<file path="src/rtl/cpuf_pkg.sv">
package cpuf_pkg;

   typedef enum logic [2:0] {
      ST_IDLE,
      ST_PRE_HASH,
      ST_PUF,
      ST_POST_HASH,
      ST_OUT
   } ctl_state_e;

   typedef enum logic {
      OP_GET_RESPONSE = 1'b0,
      OP_GET_SECRET   = 1'b1
   } cpuf_op_e;

   // Round key seed; the low DW bits are used.
   localparam logic [63:0] MIX_KEY_SEED = 64'h9E37_79B9_7F4A_7C15;

endpackage

</file>
<file path="src/rtl/cpuf_mix.sv">
module cpuf_mix
   import cpuf_pkg::*;
#(
   parameter int DW     = 32,
   parameter int ROUNDS = 8,
   parameter int ROT_A  = 7,
   parameter int ROT_B  = 11
) (
   input  logic          clk,
   input  logic          rst_n,
   input  logic          start,
   input  logic [DW-1:0] x_in,
   input  logic [DW-1:0] y_in,
   output logic          done,
   output logic [DW-1:0] digest
);

   localparam int CNT_W = (ROUNDS > 1) ? $clog2(ROUNDS) : 1;
   localparam logic [CNT_W-1:0] LAST_IDX = CNT_W'(ROUNDS - 1);
   localparam logic [DW-1:0] KEY = MIX_KEY_SEED[DW-1:0];

   initial begin
      if (ROT_A < 1 || ROT_A >= DW) $error("cpuf_mix: ROT_A out of range");
      if (ROT_B < 1 || ROT_B >= DW) $error("cpuf_mix: ROT_B out of range");
      if (ROUNDS < 1) $error("cpuf_mix: ROUNDS must be at least 1");
   end

   logic [DW-1:0]    a_q, b_q;
   logic             busy_q, done_q;
   logic             last_round;
   logic [CNT_W-1:0] rnd_idx;
   logic [DW-1:0]    sum, a_nx, b_nx;

   generate
      if (ROUNDS == 1) begin : g_single
         assign last_round = 1'b1;
         assign rnd_idx    = '0;
      end else begin : g_multi
         logic [CNT_W-1:0] cnt_q;
         always_ff @(posedge clk or negedge rst_n) begin
            if (!rst_n)      cnt_q <= '0;
            else if (start)  cnt_q <= '0;
            else if (busy_q) cnt_q <= cnt_q + 1'b1;
         end
         assign last_round = (cnt_q == LAST_IDX);
         assign rnd_idx    = cnt_q;
      end
   endgenerate

   // One add-rotate-xor round per clock.
   assign sum  = a_q + b_q;
   assign a_nx = {sum[DW-1-ROT_A:0], sum[DW-1:DW-ROT_A]} ^ (KEY ^ DW'(rnd_idx));
   assign b_nx = {b_q[DW-1-ROT_B:0], b_q[DW-1:DW-ROT_B]} ^ a_nx;

   always_ff @(posedge clk or negedge rst_n) begin
      if (!rst_n) begin
         a_q    <= '0;
         b_q    <= '0;
         busy_q <= 1'b0;
         done_q <= 1'b0;
      end else if (start) begin
         a_q    <= x_in;
         b_q    <= y_in;
         busy_q <= 1'b1;
         done_q <= 1'b0;
      end else if (busy_q) begin
         a_q <= a_nx;
         b_q <= b_nx;
         if (last_round) begin
            busy_q <= 1'b0;
            done_q <= 1'b1;
         end
      end else if (done_q) begin
         // digest consumed this cycle; wipe the state
         a_q    <= '0;
         b_q    <= '0;
         done_q <= 1'b0;
      end
   end

   assign done   = done_q;
   assign digest = a_q ^ b_q;

endmodule

</file>
<file path="src/rtl/cpuf_puf_link.sv">
module cpuf_puf_link #(
   parameter int DW = 32
) (
   input  logic          clk,
   input  logic          rst_n,
   input  logic          start,
   input  logic [DW-1:0] chal_in,
   output logic          puf_req,
   output logic [DW-1:0] puf_chal,
   input  logic          puf_ack,
   output logic          done
);

   logic          req_q;
   logic [DW-1:0] chal_q;

   always_ff @(posedge clk or negedge rst_n) begin
      if (!rst_n) begin
         req_q  <= 1'b0;
         chal_q <= '0;
      end else if (start) begin
         req_q  <= 1'b1;
         chal_q <= chal_in;
      end else if (req_q && puf_ack) begin
         req_q  <= 1'b0;
         chal_q <= '0;
      end
   end

   assign puf_req  = req_q;
   assign puf_chal = chal_q;
   assign done     = req_q & puf_ack;

endmodule

</file>
<file path="src/rtl/cpuf_gate.sv">
module cpuf_gate
   import cpuf_pkg::*;
#(
   parameter int DW     = 32,
   parameter int ROUNDS = 8
) (
   input  logic          clk,
   input  logic          rst_n,
   input  logic          req_valid,
   output logic          req_ready,
   input  logic          req_op,
   input  logic [DW-1:0] req_phash,
   input  logic [DW-1:0] req_arg,
   output logic          puf_req,
   output logic [DW-1:0] puf_chal,
   input  logic          puf_ack,
   input  logic [DW-1:0] puf_resp,
   output logic          res_valid,
   output logic [DW-1:0] res_data
);

   initial begin
      if (DW < 16 || DW > 64) $error("cpuf_gate: DW must lie in 16..64");
      if (ROUNDS < 1) $error("cpuf_gate: ROUNDS must be at least 1");
   end

   ctl_state_e    state_q;
   cpuf_op_e      op_q;
   logic [DW-1:0] phash_q;
   logic          res_valid_q;
   logic [DW-1:0] res_data_q;

   logic          fire, idle;
   logic          mix_start, mix_done;
   logic [DW-1:0] mix_x, mix_y, mix_digest;
   logic          link_start, link_done;
   logic [DW-1:0] link_chal;

   assign idle = (state_q == ST_IDLE);
   assign fire = req_valid & idle;

   assign mix_start = (fire && req_op == OP_GET_RESPONSE) ||
                      (state_q == ST_PUF && link_done && op_q == OP_GET_SECRET);
   assign mix_x     = idle ? req_phash : phash_q;
   assign mix_y     = idle ? req_arg   : puf_resp;

   assign link_start = (fire && req_op == OP_GET_SECRET) ||
                       (state_q == ST_PRE_HASH && mix_done);
   assign link_chal  = idle ? req_arg : mix_digest;

   cpuf_mix #(.DW(DW), .ROUNDS(ROUNDS)) u_mix (
      .clk    (clk),
      .rst_n  (rst_n),
      .start  (mix_start),
      .x_in   (mix_x),
      .y_in   (mix_y),
      .done   (mix_done),
      .digest (mix_digest)
   );

   cpuf_puf_link #(.DW(DW)) u_link (
      .clk      (clk),
      .rst_n    (rst_n),
      .start    (link_start),
      .chal_in  (link_chal),
      .puf_req  (puf_req),
      .puf_chal (puf_chal),
      .puf_ack  (puf_ack),
      .done     (link_done)
   );

   always_ff @(posedge clk or negedge rst_n) begin
      if (!rst_n) begin
         state_q     <= ST_IDLE;
         op_q        <= OP_GET_RESPONSE;
         phash_q     <= '0;
         res_valid_q <= 1'b0;
         res_data_q  <= '0;
      end else begin
         case (state_q)
            ST_IDLE: begin
               if (fire) begin
                  op_q    <= cpuf_op_e'(req_op);
                  phash_q <= req_phash;
                  state_q <= (req_op == OP_GET_SECRET) ? ST_PUF : ST_PRE_HASH;
               end
            end
            ST_PRE_HASH: begin
               if (mix_done) state_q <= ST_PUF;
            end
            ST_PUF: begin
               if (link_done) begin
                  if (op_q == OP_GET_RESPONSE) begin
                     res_valid_q <= 1'b1;
                     res_data_q  <= puf_resp;
                     state_q     <= ST_OUT;
                  end else begin
                     state_q <= ST_POST_HASH;
                  end
               end
            end
            ST_POST_HASH: begin
               if (mix_done) begin
                  res_valid_q <= 1'b1;
                  res_data_q  <= mix_digest;
                  state_q     <= ST_OUT;
               end
            end
            ST_OUT: begin
               // result delivered: clear everything that held key material
               res_valid_q <= 1'b0;
               res_data_q  <= '0;
               phash_q     <= '0;
               op_q        <= OP_GET_RESPONSE;
               state_q     <= ST_IDLE;
            end
            default: state_q <= ST_IDLE;
         endcase
      end
   end

   assign req_ready = idle;
   assign res_valid = res_valid_q;
   assign res_data  = res_data_q;

endmodule

</file>
<file path="config.mk">
export PLATFORM = sky130hd
export DESIGN_NAME = cpuf_gate
export DESIGN_NICKNAME = d
export VERILOG_FILES = /design/src/rtl/cpuf_pkg.sv /design/src/rtl/cpuf_mix.sv /design/src/rtl/cpuf_puf_link.sv /design/src/rtl/cpuf_gate.sv
export SDC_FILE = /design/constraint.sdc
export NUM_CORES = 1
export LEC_CHECK = 0
export BUFFER_PORTS_ARGS = -buffer_cell sky130_fd_sc_hd__buf_2
export CAP_MARGIN = 15
export CORE_AREA = 3 3 143 145
export CTS_CLUSTER_SIZE = 12
export DETAILED_ROUTE_END_ITERATION = 8
export DIE_AREA = 0 0 146 148
export GPL_ROUTABILITY_DRIVEN = 0
export PLACE_DENSITY = 0.79
export SYNTH_ARGS = -nofsm -noshare
export SYNTH_HDL_FRONTEND = slang
export SYNTH_SLANG_ARGS = --single-unit
export TNS_END_PERCENT = 20
</file>
<file path="constraint.sdc">
create_clock -name clk -period 2.5 [get_ports clk]
set_input_delay 0.5 -clock clk [delete_from_list [all_inputs] [get_ports clk]]
set_output_delay 0.5 -clock clk [all_outputs]
set_load 0.02 [all_outputs]
</file>
# --- After elaboration in Yosys (flattened, before gate mapping) ---
# Cells that the tools add are included.
op_classes:
  addsub: 2
  eq_ne: 11
  mux: 39
  n_bitwise: 7
  n_reduce_logical: 17
op_table:
  columns: ["operator", "n"]
  rows:
  - ["32-bit two-way mux", 14]
  - ["32-bit one-hot mux with 3 select lines", 1]
  - ["32-bit one-hot mux with 2 select lines", 1]
  - ["32-bit XOR", 2]
  - ["32-bit adder", 1]
  - ["32-bit by 31-bit XOR with 32-bit output", 1]
  - ["3-bit two-way mux", 7]
  - ["2-bit inverter with 18-bit output", 1]
  - ["1-bit two-way mux", 12]
  - ["3-bit one-hot mux with 4 select lines", 1]
  - ["4-bit AND reduction", 2]
  - ["3-bit by 2-bit == test with 1-bit output, second input constant", 2]
  - ["3-bit == test, second input constant", 2]
  - ["1-bit logical AND", 6]
  - ["2-bit inequality test, second input constant", 3]
  - ["2-bit nonzero test", 3]
  - ["3-bit nonzero test", 2]
  - ["2-bit by 1-bit inequality test with 1-bit output, second input constant", 2]
  - ["3-bit by 1-bit adder with 3-bit output, second input constant", 1]
  - ["3-bit by 1-bit == test with 1-bit output, second input constant", 1]
  - ["3-bit zero test", 1]
  - ["3-bit inequality test, second input constant", 1]
  - ["1-bit one-hot mux with 3 select lines", 1]
  - ["1-bit bitwise AND", 2]
  - ["5 further kinds", 6]
totals:
  regBits: 171
  in_bits: 101
  out_inout_bits: 67
  elab_cells: 88

# --- Logic depth before layout (Yosys ltp) ---
logic_depth:
  word_depth: 5
  depth_mapped: 11
  ltp_nobuf: 11

# --- Modules after synthesis ---
# A second synthesis with hierarchy kept.
unflattened:
  cells_unflattened: 1305
  hier_area_um2: 11080.6
modules_own_cells:
  columns: ["mod", "n_inst", "cells_each", "area_each_um2", "seq_area_each_um2"]
  rows:
  - ["cpuf_mix", 1, 566, 5072.4, 1726.7]
  - ["cpuf_gate", 1, 596, 4436.8, 1726.7]
  - ["cpuf_puf_link", 1, 143, 1571.5, 825.8]

# --- Worst setup path after synthesis ---
# Ideal clock, no wire load.
synth_path:
  kind: "register to register"
  startpoint: "register u_mix.b_q[0]"
  endpoint: "register u_mix.a_q[27]"
  setup_time_ns: 0.136
  arrival_time_ns: 2.440
  t_required_ns: 2.364
  path_slack_ns: -0.076
  stages_incl_launch_ff: 12
  n_path_buf: 0
  synth_period_minus_slack_ns: 2.576
  cell_sequence: "dfrtp_1 ha_1 inv_1 fa_1 nor2b_1 o31a_1 o211ai_1 o21ai_1 a21oi_1 or3_1 a32oi_1 a21oi_1"
synth_via:
  elab_chain_len: 4
synth_rtl:
  columns: ["item", "line_no", "source"]
  rows:
  - ["from (decl)", "cpuf_mix.sv:28", "logic [DW-1:0] a_q, b_q;"]
  - ["from (signal assigned)", "cpuf_mix.sv:63", "b_q <= y_in;"]
  - ["from (signal assigned)", "cpuf_mix.sv:68", "b_q <= b_nx;"]
  - ["32-bit adder", "cpuf_mix.sv:51", "assign sum = a_q + b_q;"]
  - ["32-bit by 31-bit XOR with 32-bit output", "cpuf_mix.sv:52", "assign a_nx = {sum[DW-1-ROT_A:0], sum[DW-1:DW-ROT_A]} ^ (KEY ^ DW'(rnd_idx));"]
  - ["32-bit two-way mux", "cpuf_mix.sv:66", "end else if (busy_q) begin"]
  - ["32-bit two-way mux", "cpuf_mix.sv:61", "end else if (start) begin"]
  - ["to (signal assigned)", "cpuf_mix.sv:62", "a_q <= x_in;"]
  - ["to (signal assigned)", "cpuf_mix.sv:67", "a_q <= a_nx;"]
  - ["to (decl)", "cpuf_mix.sv:28", null]
# Every way passes these cells.
# A chain may end at the register's enable or synchronous reset.

# --- Final worst setup path ---
layout_path:
  startpoint: "register u_mix.a_q[0]"
  endpoint: "register u_mix.a_q[27]"
layout_via:
  elab_chain_len: 4
layout_rtl:
  columns: ["item", "line_no"]
  rows:
  - ["32-bit adder", "cpuf_mix.sv:51"]
  - ["32-bit by 31-bit XOR with 32-bit output", "cpuf_mix.sv:52"]
  - ["32-bit two-way mux", "cpuf_mix.sv:66"]
  - ["32-bit two-way mux", "cpuf_mix.sv:61"]
# Every way passes these cells.

==> flow_summary.ini <==
[placement]
post_dp_cell_area_sq_um = 12100
dp_hpwl_um = 25700
numPlacedInstances = 1593
port-buffer-count = 167

[sta]
report.final.hold_viol_count = 0
finalSetupViolCount = 38
fin_crit_ns = 2.98
fmax_mhz = 336
tightest_slew_ns = 0.974
rsz0062_at_grt = true
timing.slew.headroom = 0.351
finalClockSkew_ns = 0.0142
worst_slack_ns = -0.479
layout_worst_path_cycle_share = 1.19
final_max_slew_viol_count = 0

[yosys]
postSynthCellCount = 1096
synth-edff-count = 0
mappedNetlistArea_sq_um = 9970
synth_ff_type = sky130_fd_sc_hd__dfrtp_1
yosys.area.top_type_share = 0.429
ys_seq_area_frac = 0.429
syn_avg_cell_area_sq_um = 9.10
synth_area_leader_cell = sky130_fd_sc_hd__dfrtp_1
synth_warnings = 0
synth-seq-cells = 171
post-synth-top-count-cell = sky130_fd_sc_hd__dfrtp_1
syn-num-nets = 1231
async_reset_ff_frac = 1.00
synth.lib_cells_used.distinct = 59
leading_post_synthesis_cells_by_cell_area = sky130_fd_sc_hd__dfrtp_1, sky130_fd_sc_hd__a21oi_1, sky130_fd_sc_hd__o21ai_0, sky130_fd_sc_hd__nand2_1, sky130_fd_sc_hd__ha_1
most_frequent_cells_after_synthesis = sky130_fd_sc_hd__dfrtp_1, sky130_fd_sc_hd__nand2_1, sky130_fd_sc_hd__a21oi_1

[floorplan]
core-area_sq_um = 19300
effective_utilization_at_floorplan = 0.516
boundaryPins = 168
die_height_um = 148
row_count = 51
die_w_um = 146
die_area_sq_um = 21600

[global_route]
first_pass_grt_wire_length_um = 57100
grt_remaining_overflow = 0
global_route.usage.total = 0.334
antenna_violations_before_repair = 0
maximum_number_of_pins_on_one_net_before_global_route_repair = 66
number_of_global_route_vias_before_repair = 10138

[cts]
clkSlewWorstSetupHoldPaths_ns = 0.07
clockRootBuffer = sky130_fd_sc_hd__clkbuf_16
htreeDepth = 4
hold_bufs_inserted_after_cts = 0
ctsLongestPathBuffers = 2
cts.sinks = 171
worst_skew_pair.late_latency_ns = 0.45
cts_made_buffers = 17
tritoncts = yes

[setup_path]
reg2reg_setup_slack_ns = -0.48
critical_path.slowest_cell = sky130_fd_sc_hd__dfrtp_1
setup.worst_path.end_class = register
critical_path_required_ns = 2.82
largest_fanout_of_any_net_on_the_critical_path = 4
timing_worst_setup_path_type = reg2reg
critical-path-max-stage-delay_ns = 0.41
reg2reg_from = u_mix.a_q[0]$_DFFE_PN0P_
r2r-end = u_mix.a_q[27]$_DFFE_PN0P_
critical_path_arrival_ns = 3.30
cp_cell_sequence = ha_4 -> inv_2 -> fa_2 -> nor2b_2 -> o31a_1 -> o211ai_1 -> o21ai_2 -> a21oi_2 -> or3_1 -> a32oi_1 -> a21oi_1
worst-r2r-cell-count = 11
worst_setup_path_start_kind = register

[run_status]
violations = setup timing
outcome = complete, but fails checks

[detailed_routing]
avgRoutedWirePerCell_um = 23.2
number_of_remaining_drc_errors = 0
via_count = 10571
route.antenna.remaining_nets = 0
drt_first_iter_violations = 1449
routed_wl_um = 37900
drt_first_pass_iters = 6
post_drt_via_cell_ratio = 6.46

[finish]
final_layout_size_suffix_gt1_frac = 0.342
finalNetCount = 1493
diodes = 0
synth_to_final_area_change_pct = 34.2
fin_cells = 1636
post-route-cell-area_sq_um = 13400

[worst_hold_path]
worstHoldPathType = in2async

[job]
max-cap-violations = 0
## through the flow
stage	setup WS [ns]	hold slack, ns	util	TNS [ns]
final	-0.479	0.0143	0.692	-5.81
after CTS	-0.109	0.0481	0.677	-1.17
after detailed placement	-0.272	0.466	0.625	-6.38
after global routing	-0.513	0.0471	0.692	-8.22
after global placement	-0.258	0.457	0.625	-3.20
after floorplan	-0.00704	0.204	-	-0.00704
## sequential cells by signal, indices dropped and copies added (netlist names)
signal,flops
u_link.puf_req,1
u_link.puf_chal,32
state_q,3
phash_q,32
res_valid,1
u_mix.done,1
u_mix.a_q,32
u_mix.b_q,32
u_mix.busy_q,1
op_q,1
u_mix.g_multi.cnt_q,3
res_data,32
## kinds of logic after synthesis
logic type | Yosys count | synth area share
compound gates | 415 | 0.276
xor+xnor | 62 | 0.0603
fa+ha+maj | 34 | 0.0434
buf+inv | 104 | 0.0414
flops | 171 | 0.429
mux | 7 | 0.00702
simple gates | 303 | 0.143
## metal layers
layer | vias to the layer above | share of wire | GRT usage
met1 | 5004 | 0.39 | 0.460
met3 | 192 | 0.13 | 0.0883
met4 | 0 | 0.063 | 0.168
li1 | 4577 | - | -
met5 | - | 0 | 0
met2 | 798 | 0.42 | 0.490
## how the worst max path moves through the flow
stage | depth (start not counted) | start | slack [ns] | to
floorplan | 10 | u_mix.b_q[13]$_DFFE_PN0P_ | -0.007 | u_mix.b_q[5]$_DFFE_PN0P_
global placement | 11 | u_mix.b_q[0]$_DFFE_PN0P_ | -0.26 | u_mix.b_q[1]$_DFFE_PN0P_
detailed placement | 9 | u_mix.a_q[18]$_DFFE_PN0P_ | -0.27 | u_mix.a_q[30]$_DFFE_PN0P_
CTS | 11 | u_mix.b_q[0]$_DFFE_PN0P_ | -0.11 | u_mix.a_q[27]$_DFFE_PN0P_
global route | 11 | u_mix.a_q[0]$_DFFE_PN0P_ | -0.51 | u_mix.a_q[27]$_DFFE_PN0P_
finish | 11 | u_mix.a_q[0]$_DFFE_PN0P_ | -0.48 | u_mix.a_q[27]$_DFFE_PN0P_
## critical path, delay by kind of cell, from the launching register on
family	cells	cell delay [ns]
compound gates	6	1.27
simple gates	2	0.57
fa+ha+maj	2	0.55
flops	1	0.41
buf+inv	1	0.04
## layout by cell type, fill, tap and decap left out, drive strengths merged, types with 7 or more instances in the layout
| master | count |
|---|---|
| buf | 333 |
| dfrtp | 171 |
| nand2 | 116 |
| a21oi | 105 |
| o21ai | 102 |
| nand3 | 64 |
| nor2 | 42 |
| xnor2 | 38 |
| and2 | 35 |
| a22o | 33 |
| ha | 33 |
| a22oi | 32 |
| a31oi | 32 |
| o221ai | 28 |
| a221oi | 24 |
| xor2 | 20 |
| inv | 19 |
| clkbuf | 18 |
| a21o | 12 |
| o21a | 11 |
| nor3 | 11 |
| mux2i | 7 |
## final cells by class
type	count	area, sq um
repair buffers	333	2190
multi-input cells	821	5910
clock buffers	18	439
flip-flops and latches	171	4280
fillers	1349	5950
clock inverters	14	184
inverters	14	52.6
well taps	265	332
## repair_timing
action | in CTS | in global routing
resized for setup | 54 | 51
pin swaps | 29 | 29
setup endpoints to repair | 48 | 52
buffers inserted | 8 | 4
Power is not shown: default switching activity piles up to over one toggle a cycle in this logic, so the estimate is an artifact.
